==> config.mk <==
export PLATFORM = sky130hd
export DESIGN_NAME = rs9_corrector
export DESIGN_NICKNAME = d
export VERILOG_FILES = /design/src/rtl/rs9_pkg.sv /design/src/rtl/rs9_locate.sv /design/src/rtl/rs9_merge.sv /design/src/rtl/rs9_seq.sv /design/src/rtl/rs9_corrector.sv
export SDC_FILE = /design/constraint.sdc
export NUM_CORES = 1
export LEC_CHECK = 0
export BUFFER_PORTS_ARGS = -buffer_cell sky130_fd_sc_hd__buf_2
export CAP_MARGIN = 20
export CORE_MARGIN = 3
export CORE_UTILIZATION = 55
export DETAILED_ROUTE_END_ITERATION = 16
export HOLD_SLACK_MARGIN = 0.08
export PLACE_DENSITY = 0.87
export SYNTH_ARGS = -nofsm -noshare
export SYNTH_HDL_FRONTEND = slang
export SYNTH_SLANG_ARGS = --single-unit
==> constraint.sdc <==
create_clock -name clk -period 10.4 [get_ports clk]
set_input_delay 1.56 -clock clk [delete_from_list [all_inputs] [get_ports clk]]
set_output_delay 1.56 -clock clk [all_outputs]
set_load 0.01 [all_outputs]
==> src/rtl/rs9_pkg.sv <==
// Shared types for the packed 9-bit symbol corrector.
// Assumes: symbols are always 9 bits wide; buffer bytes are 8 bits.
package rs9_pkg;
    localparam int unsigned SYM_W  = 9;
    localparam int unsigned BYTE_W = 8;

    typedef enum logic [2:0] {
        S_IDLE,
        S_SEL,
        S_RDLO,
        S_RDHI,
        S_CAP,
        S_WRLO,
        S_WRHI
    } corr_state_e;
endpackage

==> src/rtl/rs9_locate.sv <==
// Maps a symbol number onto its byte pair and bit shift.
// Computes t = 9*n, byte i = t/8, offset j = t%8, then moves back one bit
// (i-1 with shift 7 when j is 0). The pair is bytes i-1 (low) and i (high).
// Assumes: purely combinational; the caller registers nothing here.
module rs9_locate #(
    parameter int unsigned IDX_W        = 10,
    parameter int unsigned ADDR_W       = 9,
    parameter int unsigned SECTOR_BYTES = 512
) (
    input  logic [IDX_W-1:0]  idx,
    output logic [ADDR_W-1:0] lo_addr,
    output logic [ADDR_W-1:0] hi_addr,
    output logic [2:0]        shift,
    output logic              at_end,
    output logic              skip
);
    localparam int unsigned T_W = IDX_W + 4;
    localparam int unsigned I_W = T_W - 3;
    localparam logic [I_W-1:0] SECT_I = I_W'(SECTOR_BYTES);

    logic [T_W-1:0] bit_pos;
    logic [I_W-1:0] byte_i;
    logic [I_W-1:0] hi_i;

    // Derive the byte pair, the shift and the range flags from the symbol number
    always_comb begin
        bit_pos = T_W'(idx) * T_W'(9);
        byte_i  = bit_pos[T_W-1:3];
        if (bit_pos[2:0] == 3'd0) begin
            hi_i  = byte_i - I_W'(1);
            shift = 3'd7;
        end else begin
            hi_i  = byte_i;
            shift = bit_pos[2:0] - 3'd1;
        end
        lo_addr = ADDR_W'(hi_i - I_W'(1));
        hi_addr = ADDR_W'(hi_i);
        at_end  = (hi_i == SECT_I);
        skip    = (idx == '0) || (hi_i > SECT_I);
    end
endmodule

==> src/rtl/rs9_merge.sv <==
// XORs a 9-bit mask into a 16-bit byte pair at a given shift.
// Assumes: shift <= 7, so the shifted mask always fits in the pair.
module rs9_merge
    import rs9_pkg::*;
(
    input  logic [BYTE_W-1:0] lo_in,
    input  logic [BYTE_W-1:0] hi_in,
    input  logic [2:0]        shift,
    input  logic [SYM_W-1:0]  mask,
    output logic [BYTE_W-1:0] lo_out,
    output logic [BYTE_W-1:0] hi_out
);
    logic [2*BYTE_W-1:0] flip;
    logic [2*BYTE_W-1:0] word;

    // Align the mask and apply it to the joined pair
    always_comb begin
        flip   = (2*BYTE_W)'(mask) << shift;
        word   = {hi_in, lo_in} ^ flip;
        lo_out = word[BYTE_W-1:0];
        hi_out = word[2*BYTE_W-1:BYTE_W];
    end
endmodule

==> src/rtl/rs9_seq.sv <==
// Walks the error slots from the highest down to slot 0 and runs a
// read/read/capture/write/write cycle on the buffer for each symbol.
// Assumes: single-port buffer with one-cycle read latency; the slot
// contents are held stable by the caller while a job runs.
module rs9_seq
    import rs9_pkg::*;
#(
    parameter int unsigned MAX_ERR = 4,
    parameter int unsigned ADDR_W  = 9,
    parameter int unsigned CNT_W   = 3,
    parameter int unsigned SLOT_W  = 2
) (
    input  logic              clk,
    input  logic              rst_n,
    input  logic              start,
    input  logic [CNT_W-1:0]  err_cnt,
    input  logic              uncorr,
    input  logic              skip,
    input  logic              at_end,
    input  logic [ADDR_W-1:0] lo_addr,
    input  logic [ADDR_W-1:0] hi_addr,
    input  logic [BYTE_W-1:0] new_lo,
    input  logic [BYTE_W-1:0] new_hi,
    input  logic [BYTE_W-1:0] mem_rdata,
    output logic              accept,
    output logic [SLOT_W-1:0] slot,
    output logic [BYTE_W-1:0] lo_q,
    output logic [BYTE_W-1:0] hi_q,
    output logic [ADDR_W-1:0] mem_addr,
    output logic [BYTE_W-1:0] mem_wdata,
    output logic              mem_we,
    output logic              done,
    output logic              fail
);
    corr_state_e state;
    logic        cnt_ok;
    logic        last_slot;

    assign cnt_ok    = (err_cnt != '0) && (err_cnt <= CNT_W'(MAX_ERR));
    assign last_slot = (slot == '0);
    assign accept    = start && (state == S_IDLE);

    // Job control, slot countdown and capture of the two read bytes
    always_ff @(posedge clk) begin
        if (!rst_n) begin
            state <= S_IDLE;
            slot  <= '0;
            lo_q  <= '0;
            hi_q  <= '0;
            done  <= 1'b0;
            fail  <= 1'b0;
        end else begin
            done <= 1'b0;
            fail <= 1'b0;
            case (state)
                S_IDLE: begin
                    if (start) begin
                        if (uncorr) begin
                            done <= 1'b1;
                            fail <= 1'b1;
                        end else if (cnt_ok) begin
                            slot  <= SLOT_W'(err_cnt - CNT_W'(1));
                            state <= S_SEL;
                        end else begin
                            done <= 1'b1;
                        end
                    end
                end
                S_SEL: begin
                    if (skip) begin
                        if (last_slot) begin
                            done  <= 1'b1;
                            state <= S_IDLE;
                        end else begin
                            slot <= slot - SLOT_W'(1);
                        end
                    end else begin
                        state <= S_RDLO;
                    end
                end
                S_RDLO: state <= S_RDHI;
                S_RDHI: begin
                    lo_q  <= mem_rdata;
                    hi_q  <= '0;
                    state <= at_end ? S_WRLO : S_CAP;
                end
                S_CAP: begin
                    hi_q  <= mem_rdata;
                    state <= S_WRLO;
                end
                S_WRLO, S_WRHI: begin
                    if (state == S_WRLO && !at_end) begin
                        state <= S_WRHI;
                    end else if (last_slot) begin
                        done  <= 1'b1;
                        state <= S_IDLE;
                    end else begin
                        slot  <= slot - SLOT_W'(1);
                        state <= S_SEL;
                    end
                end
                default: state <= S_IDLE;
            endcase
        end
    end

    // Buffer port: the high address on the second read and the second write
    always_comb begin
        mem_we    = (state == S_WRLO) || (state == S_WRHI);
        mem_wdata = (state == S_WRHI) ? new_hi : new_lo;
        if ((state == S_RDHI && !at_end) || state == S_WRHI)
            mem_addr = hi_addr;
        else
            mem_addr = lo_addr;
    end

    a_r8_done_single: assert property (@(posedge clk) disable iff (!rst_n)
        done |=> !done);
    a_r8_fail_with_done: assert property (@(posedge clk) disable iff (!rst_n)
        fail |-> done);
    a_r4_skip_no_write: assert property (@(posedge clk) disable iff (!rst_n)
        (state == S_SEL && skip) |=> !mem_we);
    a_r3_end_one_write: assert property (@(posedge clk) disable iff (!rst_n)
        (state == S_WRLO && at_end) |=> !mem_we);
    a_r2_hi_follows_lo: assert property (@(posedge clk) disable iff (!rst_n)
        (state == S_WRLO && !at_end) |=> (mem_we && mem_addr == $past(mem_addr) + ADDR_W'(1)));
    a_r7_idle_quiet: assert property (@(posedge clk) disable iff (!rst_n)
        (state == S_IDLE) |-> !mem_we);
endmodule

==> src/rtl/rs9_corrector.sv <==
// Top of the packed 9-bit symbol corrector. Holds the error slots for the
// running job and wires the locator, the merger and the sequencer together.
// Assumes: the buffer answers reads one cycle after the address.
module rs9_corrector
    import rs9_pkg::*;
#(
    parameter int unsigned SECTOR_BYTES = 512,
    parameter int unsigned MAX_ERR      = 4,
    parameter int unsigned IDX_W        = 10,
    localparam int unsigned ADDR_W      = $clog2(SECTOR_BYTES),
    localparam int unsigned CNT_W       = $clog2(MAX_ERR + 1),
    localparam int unsigned SLOT_W      = (MAX_ERR > 1) ? $clog2(MAX_ERR) : 1
) (
    input  logic                     clk,
    input  logic                     rst_n,
    input  logic                     start,
    input  logic [CNT_W-1:0]         err_cnt,
    input  logic [MAX_ERR*IDX_W-1:0] err_idx,
    input  logic [MAX_ERR*SYM_W-1:0] err_mask,
    input  logic                     uncorr,
    output logic [ADDR_W-1:0]        mem_addr,
    input  logic [BYTE_W-1:0]        mem_rdata,
    output logic [BYTE_W-1:0]        mem_wdata,
    output logic                     mem_we,
    output logic                     done,
    output logic                     fail
);
    logic [IDX_W-1:0]  idx_q  [MAX_ERR];
    logic [SYM_W-1:0]  mask_q [MAX_ERR];
    logic              accept;
    logic [SLOT_W-1:0] slot;
    logic [IDX_W-1:0]  cur_idx;
    logic [SYM_W-1:0]  cur_mask;
    logic [ADDR_W-1:0] lo_addr, hi_addr;
    logic [2:0]        shift;
    logic              at_end, skip;
    logic [BYTE_W-1:0] lo_q, hi_q, new_lo, new_hi;

    for (genvar g = 0; g < MAX_ERR; g++) begin : g_slot
        // Hold this slot's symbol number and mask for the whole job
        always_ff @(posedge clk) begin
            if (!rst_n) begin
                idx_q[g]  <= '0;
                mask_q[g] <= '0;
            end else if (accept) begin
                idx_q[g]  <= err_idx[g*IDX_W +: IDX_W];
                mask_q[g] <= err_mask[g*SYM_W +: SYM_W];
            end
        end
    end

    assign cur_idx  = idx_q[slot];
    assign cur_mask = mask_q[slot];

    rs9_locate #(
        .IDX_W(IDX_W), .ADDR_W(ADDR_W), .SECTOR_BYTES(SECTOR_BYTES)
    ) u_locate (
        .idx(cur_idx), .lo_addr(lo_addr), .hi_addr(hi_addr),
        .shift(shift), .at_end(at_end), .skip(skip)
    );

    rs9_merge u_merge (
        .lo_in(lo_q), .hi_in(hi_q), .shift(shift), .mask(cur_mask),
        .lo_out(new_lo), .hi_out(new_hi)
    );

    rs9_seq #(
        .MAX_ERR(MAX_ERR), .ADDR_W(ADDR_W), .CNT_W(CNT_W), .SLOT_W(SLOT_W)
    ) u_seq (
        .clk(clk), .rst_n(rst_n), .start(start), .err_cnt(err_cnt),
        .uncorr(uncorr), .skip(skip), .at_end(at_end),
        .lo_addr(lo_addr), .hi_addr(hi_addr),
        .new_lo(new_lo), .new_hi(new_hi), .mem_rdata(mem_rdata),
        .accept(accept), .slot(slot), .lo_q(lo_q), .hi_q(hi_q),
        .mem_addr(mem_addr), .mem_wdata(mem_wdata), .mem_we(mem_we),
        .done(done), .fail(fail)
    );

    a_r6_quiet_on_reject: assert property (@(posedge clk) disable iff (!rst_n)
        (accept && uncorr) |=> (!mem_we && done && fail));
endmodule

After elaboration in Yosys (flattened, before gate mapping)
Memory sizes are Yosys's and may differ from the RTL's. A register that Yosys moved wholly into a read port is not among the register bits. Cells that the tools add are included.

Reductions and logical operators: 19. Mux-type cells: 45. Shift operators: 1. $lt $le $gt $ge: 2. Multiply operators: 1. Bitwise gates (word level): 9. $add $sub $neg: 5. Equality and inequality tests: 13.

Operators by type and width (count): 2-to-1 mux 9 bit (5); 2-to-1 mux 10 bit (4); 2-to-1 mux 3 bit (7); 2-to-1 mux 2 bit (10); one-hot mux 3 bit (6 select lines) (1); one-hot mux 8 bit (2 select lines) (1); left shift 9 x 3 -> 16 bit (1); XOR 16 bit (1); multiplier 10 x 4 -> 14 bit, second input constant (1); 2-to-1 mux 1 bit (13); equality test 11 x 10 -> 1 bit, second input constant (1); > comparator 11 x 10 -> 1 bit, second input constant (1); 2-to-1 mux 11 bit (1); subtractor 11 x 1 -> 11 bit, second input constant (1); zero test 10 bit (1); equality test 3 bit, second input constant (3); subtractor 9 x 1 -> 9 bit, second input constant (1); 2-to-1 mux 8 bit (1); != test 2 bit, second input constant (4); bitwise OR 1 bit (8); equality test 3 x 2 -> 1 bit, second input constant (2); zero test 3 bit (2); one-hot mux 2 bit (3 select lines) (1); AND reduction 6 bit (1); 16 further kinds (23).

Memory bits (writable): 76. Logic and storage cells: 103. Memories: 2. Output and inout bits: 20. Input bits: 91. Register bits after elaboration: 23.

Memories: idx_q (words 4, width 10, read ports 1, clocked after Yosys merged registers in 1, wr ports 4, line rs9_corrector.sv:28) `logic [IDX_W-1:0] idx_q [MAX_ERR];`; mask_q (words 4, width 9, read ports 1, clocked after Yosys merged registers in 1, wr ports 4, line rs9_corrector.sv:29) `logic [SYM_W-1:0] mask_q [MAX_ERR];`.

Logic depth before layout (Yosys ltp)
Depth in word-level cells: 10. Mapped depth: 17. Mapped depth without buffers: 15.

Modules after synthesis
A second synthesis with hierarchy kept.

Cells, all modules: 533. Area total of the unflattened synthesis: 6279.8 µm².

Modules (own cells, without submodules): rs9_corrector (sequential area each 2282.2 µm², area an instance 3326.9 µm², cells an instance 192, instances 1); rs9_seq (sequential area each 460.4 µm², area an instance 1392.6 µm², cells an instance 150, instances 1); rs9_locate (sequential area each 0.0 µm², area an instance 999.7 µm², cells an instance 124, instances 1); rs9_merge (sequential area each 0.0 µm², area an instance 560.5 µm², cells an instance 67, instances 1).

Worst setup path before layout
No wires, ideal clock.

Kind: register to output. Start point: register (tool-made name). End point: output port mem_addr[6]. Arrival: 5.054 ns. Slack: 3.786 ns. Cell stages (with the launch flop): 17. Buffers on the path: 2. Required time: 8.840 ns. Path through: dfxtp_1 buf_2 buf_1 mux4_2 ha_1 ha_1 fa_1 a211o_1 and4_4 or3_4 or4_4 a21boi_2 o21a_1 o2111a_1 nand2b_2 nand4_1 xnor2_1.

RTL lines: end: declaration (line rs9_corrector.sv:21) `output logic [ADDR_W-1:0] mem_addr,`.

==> impl_results.md <==
- Postcts setup bufs: 0
- GRT Util Overall: 22.0%
- Clock-pin slew on the worst setup and hold paths: 90 ps
- Critical path fanouts, max: 19
- Synth Area in Compound Gates: 10.3%
- Max Freq: 144 MHz
- Worst skew pair latency: 360 ps
- Layout cells sized above 1: 26.6%
- Final setup viols: 0
- Post-synth EDFFs: 76
- Syn avg cell area: 11.1 um2
- PostCTS Resize Cnt: 0
- Max-slew violations: 0
- Core ar.: 10500 um2
- Via count: 4389
- WHS Path Cells: 2
- Post-route cell area: 6770 um2
- Max incr delay on CP: 890 ps
- Number of global-route vias before repair: 4208
- Critical Path End Type: output port
- Final Net Count: 748
- GPL Wtd Cong: 0.870
- Die area: 12100 um2
- WL final: 12800 um
- CTS sink cnt: 101
- Synth Register Bits: 101
- Slowest library cell on the worst path: dfxtp_1
- Setup CP Type: flop to output port
- Worst path cell trace: mux4_2, ha_1, ha_1, fa_1, a211o_1, and4_4, or3_4, or4_4, a21boi_2, o21a_1, o2111a_1, nand2b_2, nand4_1, xnor2_1, buf_2
- Synthesis-to-layout area growth: 13.3%
- Worst Hold Class: flop to flop
- Violation count after the first detailed-routing iteration: 269
- Yosys cell types: 68
- Synth top area share: 38.2%
- GRT overflow: 0
- Post-cts hold buffer count: 0
- Met2 Use GR: 34.9%
- Commonest non-fill, non-tap cell in the layout: buf_2
- Run status: finished clean
- Mapped Area: 5970 um2
- Peak-usage layer in the global routing report: met2
- Via density: 5.66
- Most frequent CP cell: ha_1
- Sequential element share of the synthesized area: 46.6%
- Met3 GRT Util: 5.01%
- I/O pin total: 111
- Clock Skew: 12.5 ps
- Global-route wire length before repair: 20200 um
- Initial antenna violation count: 0
- Top cells by area, synth: edfxtp_1 (38%), and2_1 (8.5%), dfxtp_1 (8.4%)
- H-tree Lvls: 3
- Slew HR: 37.8%
- Syn. warnings: 0
- Drt wl/cell: 16.5 um
- Worst EP arrival: 5370 ps
- Port bufs: 110
- Largest family of logic cells by synthesized area: simple AND/OR/NAND/NOR gates
- Detailed Place HPWL: 9830 um
- Fin crit period: 6930 ps
- Num CTS Buffers: 9
- Final Hold Viols: 0
- Tightest hold margin: 477 ps
- Max-cap viol count: 0
- Inserted Diodes: 0
- Die Y: 110 um
- CP startpoint kind: flop
- Area share of fa/ha/maj cells after synthesis: 4.53%
- CTS tree: yes
- Total negative slack: 0 ps
- Initial Util: 57.1%
- Clk buf depth: 2
- Largest net degree at the start of global routing: 78
- Die width: 110 um
- Row Count: 37
- Worst-margin pin slew: 932 ps
- DR pass1 iterations: 5
- Worst Reg-to-Reg Cells: 14
- DP Area: 6590 um2
- Synth Instances: 540
- RSZ-0062 raised after global routing: no
- Main synth FF type: edfxtp_1
- Post-route ant nets: 0
- Synth Area in Simple Gates: 19.7%
- Most frequent cells in the layout: buf_2 (110), and2_1 (81), edfxtp_1 (76)
- Post-Synth XOR/XNOR Area: 4.99%
- Multiplexer share of the synthesized area: 11.1%
- Synth area leader: edfxtp_1
- Post-synth ARST share: 0%
- Root Driver: clkbuf_8
- DRC errors left: 0
- Syn Nets: 652
- Period utilisation layout: 66.6%
- Met1 GRT Util: 29.8%
- CP required: 8840 ps
==> flip-flops by register name, summed over array words and instances (netlist names), named ones only <==
signal / cells
idx_q: 40
mask_q: 36
u_seq.hi_q: 8
u_seq.lo_q: 8
u_seq.state: 3
u_seq.slot: 2
u_seq.done: 1
u_seq.fail: 1
==> per-stage QoR <==
| step | setup WS, ps | std cells | util, % |
|---|---|---|---|
| floorplan | 3790 | 540 | - |
| global placement | 4010 | 760 | 63.0 |
| detailed placement | 3890 | 760 | 63.0 |
| CTS | 3450 | 775 | 64.5 |
| global route | 3020 | 776 | 64.7 |
| finish | 3470 | 776 | 64.7 |
==> per-layer routing <==
layer  wire [um]  up-vias
li1            -     2146
met3         824       27
met5           0        -
met1        5680     2054
met4         299        0
met2        5980      162
==> cell usage after synthesis, types with 2 or more instances <==
| master | instances |
|---|---|
| nand2_1 | 49 |
| nand3b_1 | 2 |
| o21ai_0 | 13 |
| edfxtp_1 | 76 |
| nor3b_1 | 3 |
| o221ai_1 | 8 |
| a31oi_1 | 3 |
| o211a_1 | 2 |
| nand2b_1 | 3 |
| nor2_1 | 35 |
| xnor2_1 | 21 |
| nor3_1 | 10 |
| dfxtp_1 | 25 |
| or3_2 | 2 |
| nor2b_1 | 6 |
| nor4_1 | 2 |
| a211o_1 | 2 |
| ha_1 | 20 |
| clkbuf_1 | 20 |
| mux2_2 | 5 |
| a21oi_1 | 32 |
| o2111ai_1 | 2 |
| inv_1 | 10 |
| nand3_1 | 5 |
| a211oi_1 | 2 |
| or2_2 | 2 |
| buf_1 | 2 |
| mux4_2 | 17 |
| o21ai_1 | 2 |
| mux2i_1 | 17 |
| o21a_1 | 4 |
| o21ai_2 | 2 |
| xor2_1 | 13 |
| mux4_1 | 2 |
| and2b_1 | 2 |
| and2_1 | 81 |
| buf_2 | 2 |
| a21o_2 | 3 |
| nand4_1 | 3 |
| a21o_1 | 2 |
==> worst max-delay path, delay by kind of cell (launching register included) <==
| kind | cells | cell delay, ps |
|---|---|---|
| AO/OA/AOI/OAI | 4 | 870 |
| XOR/XNOR | 1 | 210 |
| adder cells (fa/ha/maj) | 3 | 960 |
| buffers and inverters | 1 | 150 |
| flip-flops | 1 | 890 |
| multiplexers | 1 | 460 |
| AND/OR/NAND/NOR | 5 | 1460 |
==> final timing paths <==
path / startpoint / endpoint / slack, ps
max: flop / mem_addr[4] / 3470
min: u_seq.lo_q[1] / u_seq.lo_q[1] / 480
max reg2reg: flop / u_seq.done / 5360
min reg2reg: u_seq.lo_q[1] / u_seq.lo_q[1] / 480
==> cell families (layout without fill, tap and decap cells) <==
kind of cell / Yosys count / in the layout
multiplexers: 41 / 41
AO/OA/AOI/OAI: 88 / 88
flip-flops: 101 / 101
buffers and inverters: 38 / 138
XOR/XNOR: 34 / 34
AND/OR/NAND/NOR: 217 / 217
adder cells (fa/ha/maj): 21 / 21
==> layout make-up <==
cell class,instances,area (um2)
Clock buffer,11,131
Clock inverter,4,26.3
Tap cell,136,170
Multi-Input combinational cell,401,3040
Inverter,11,41.3
Timing Repair Buffer,112,578
Fill cell,824,3690
Sequential cell,101,2780
Power is left out: the tool's default activity adds up to more than one toggle a clock period on the data nets, which glitch-free logic cannot reach.
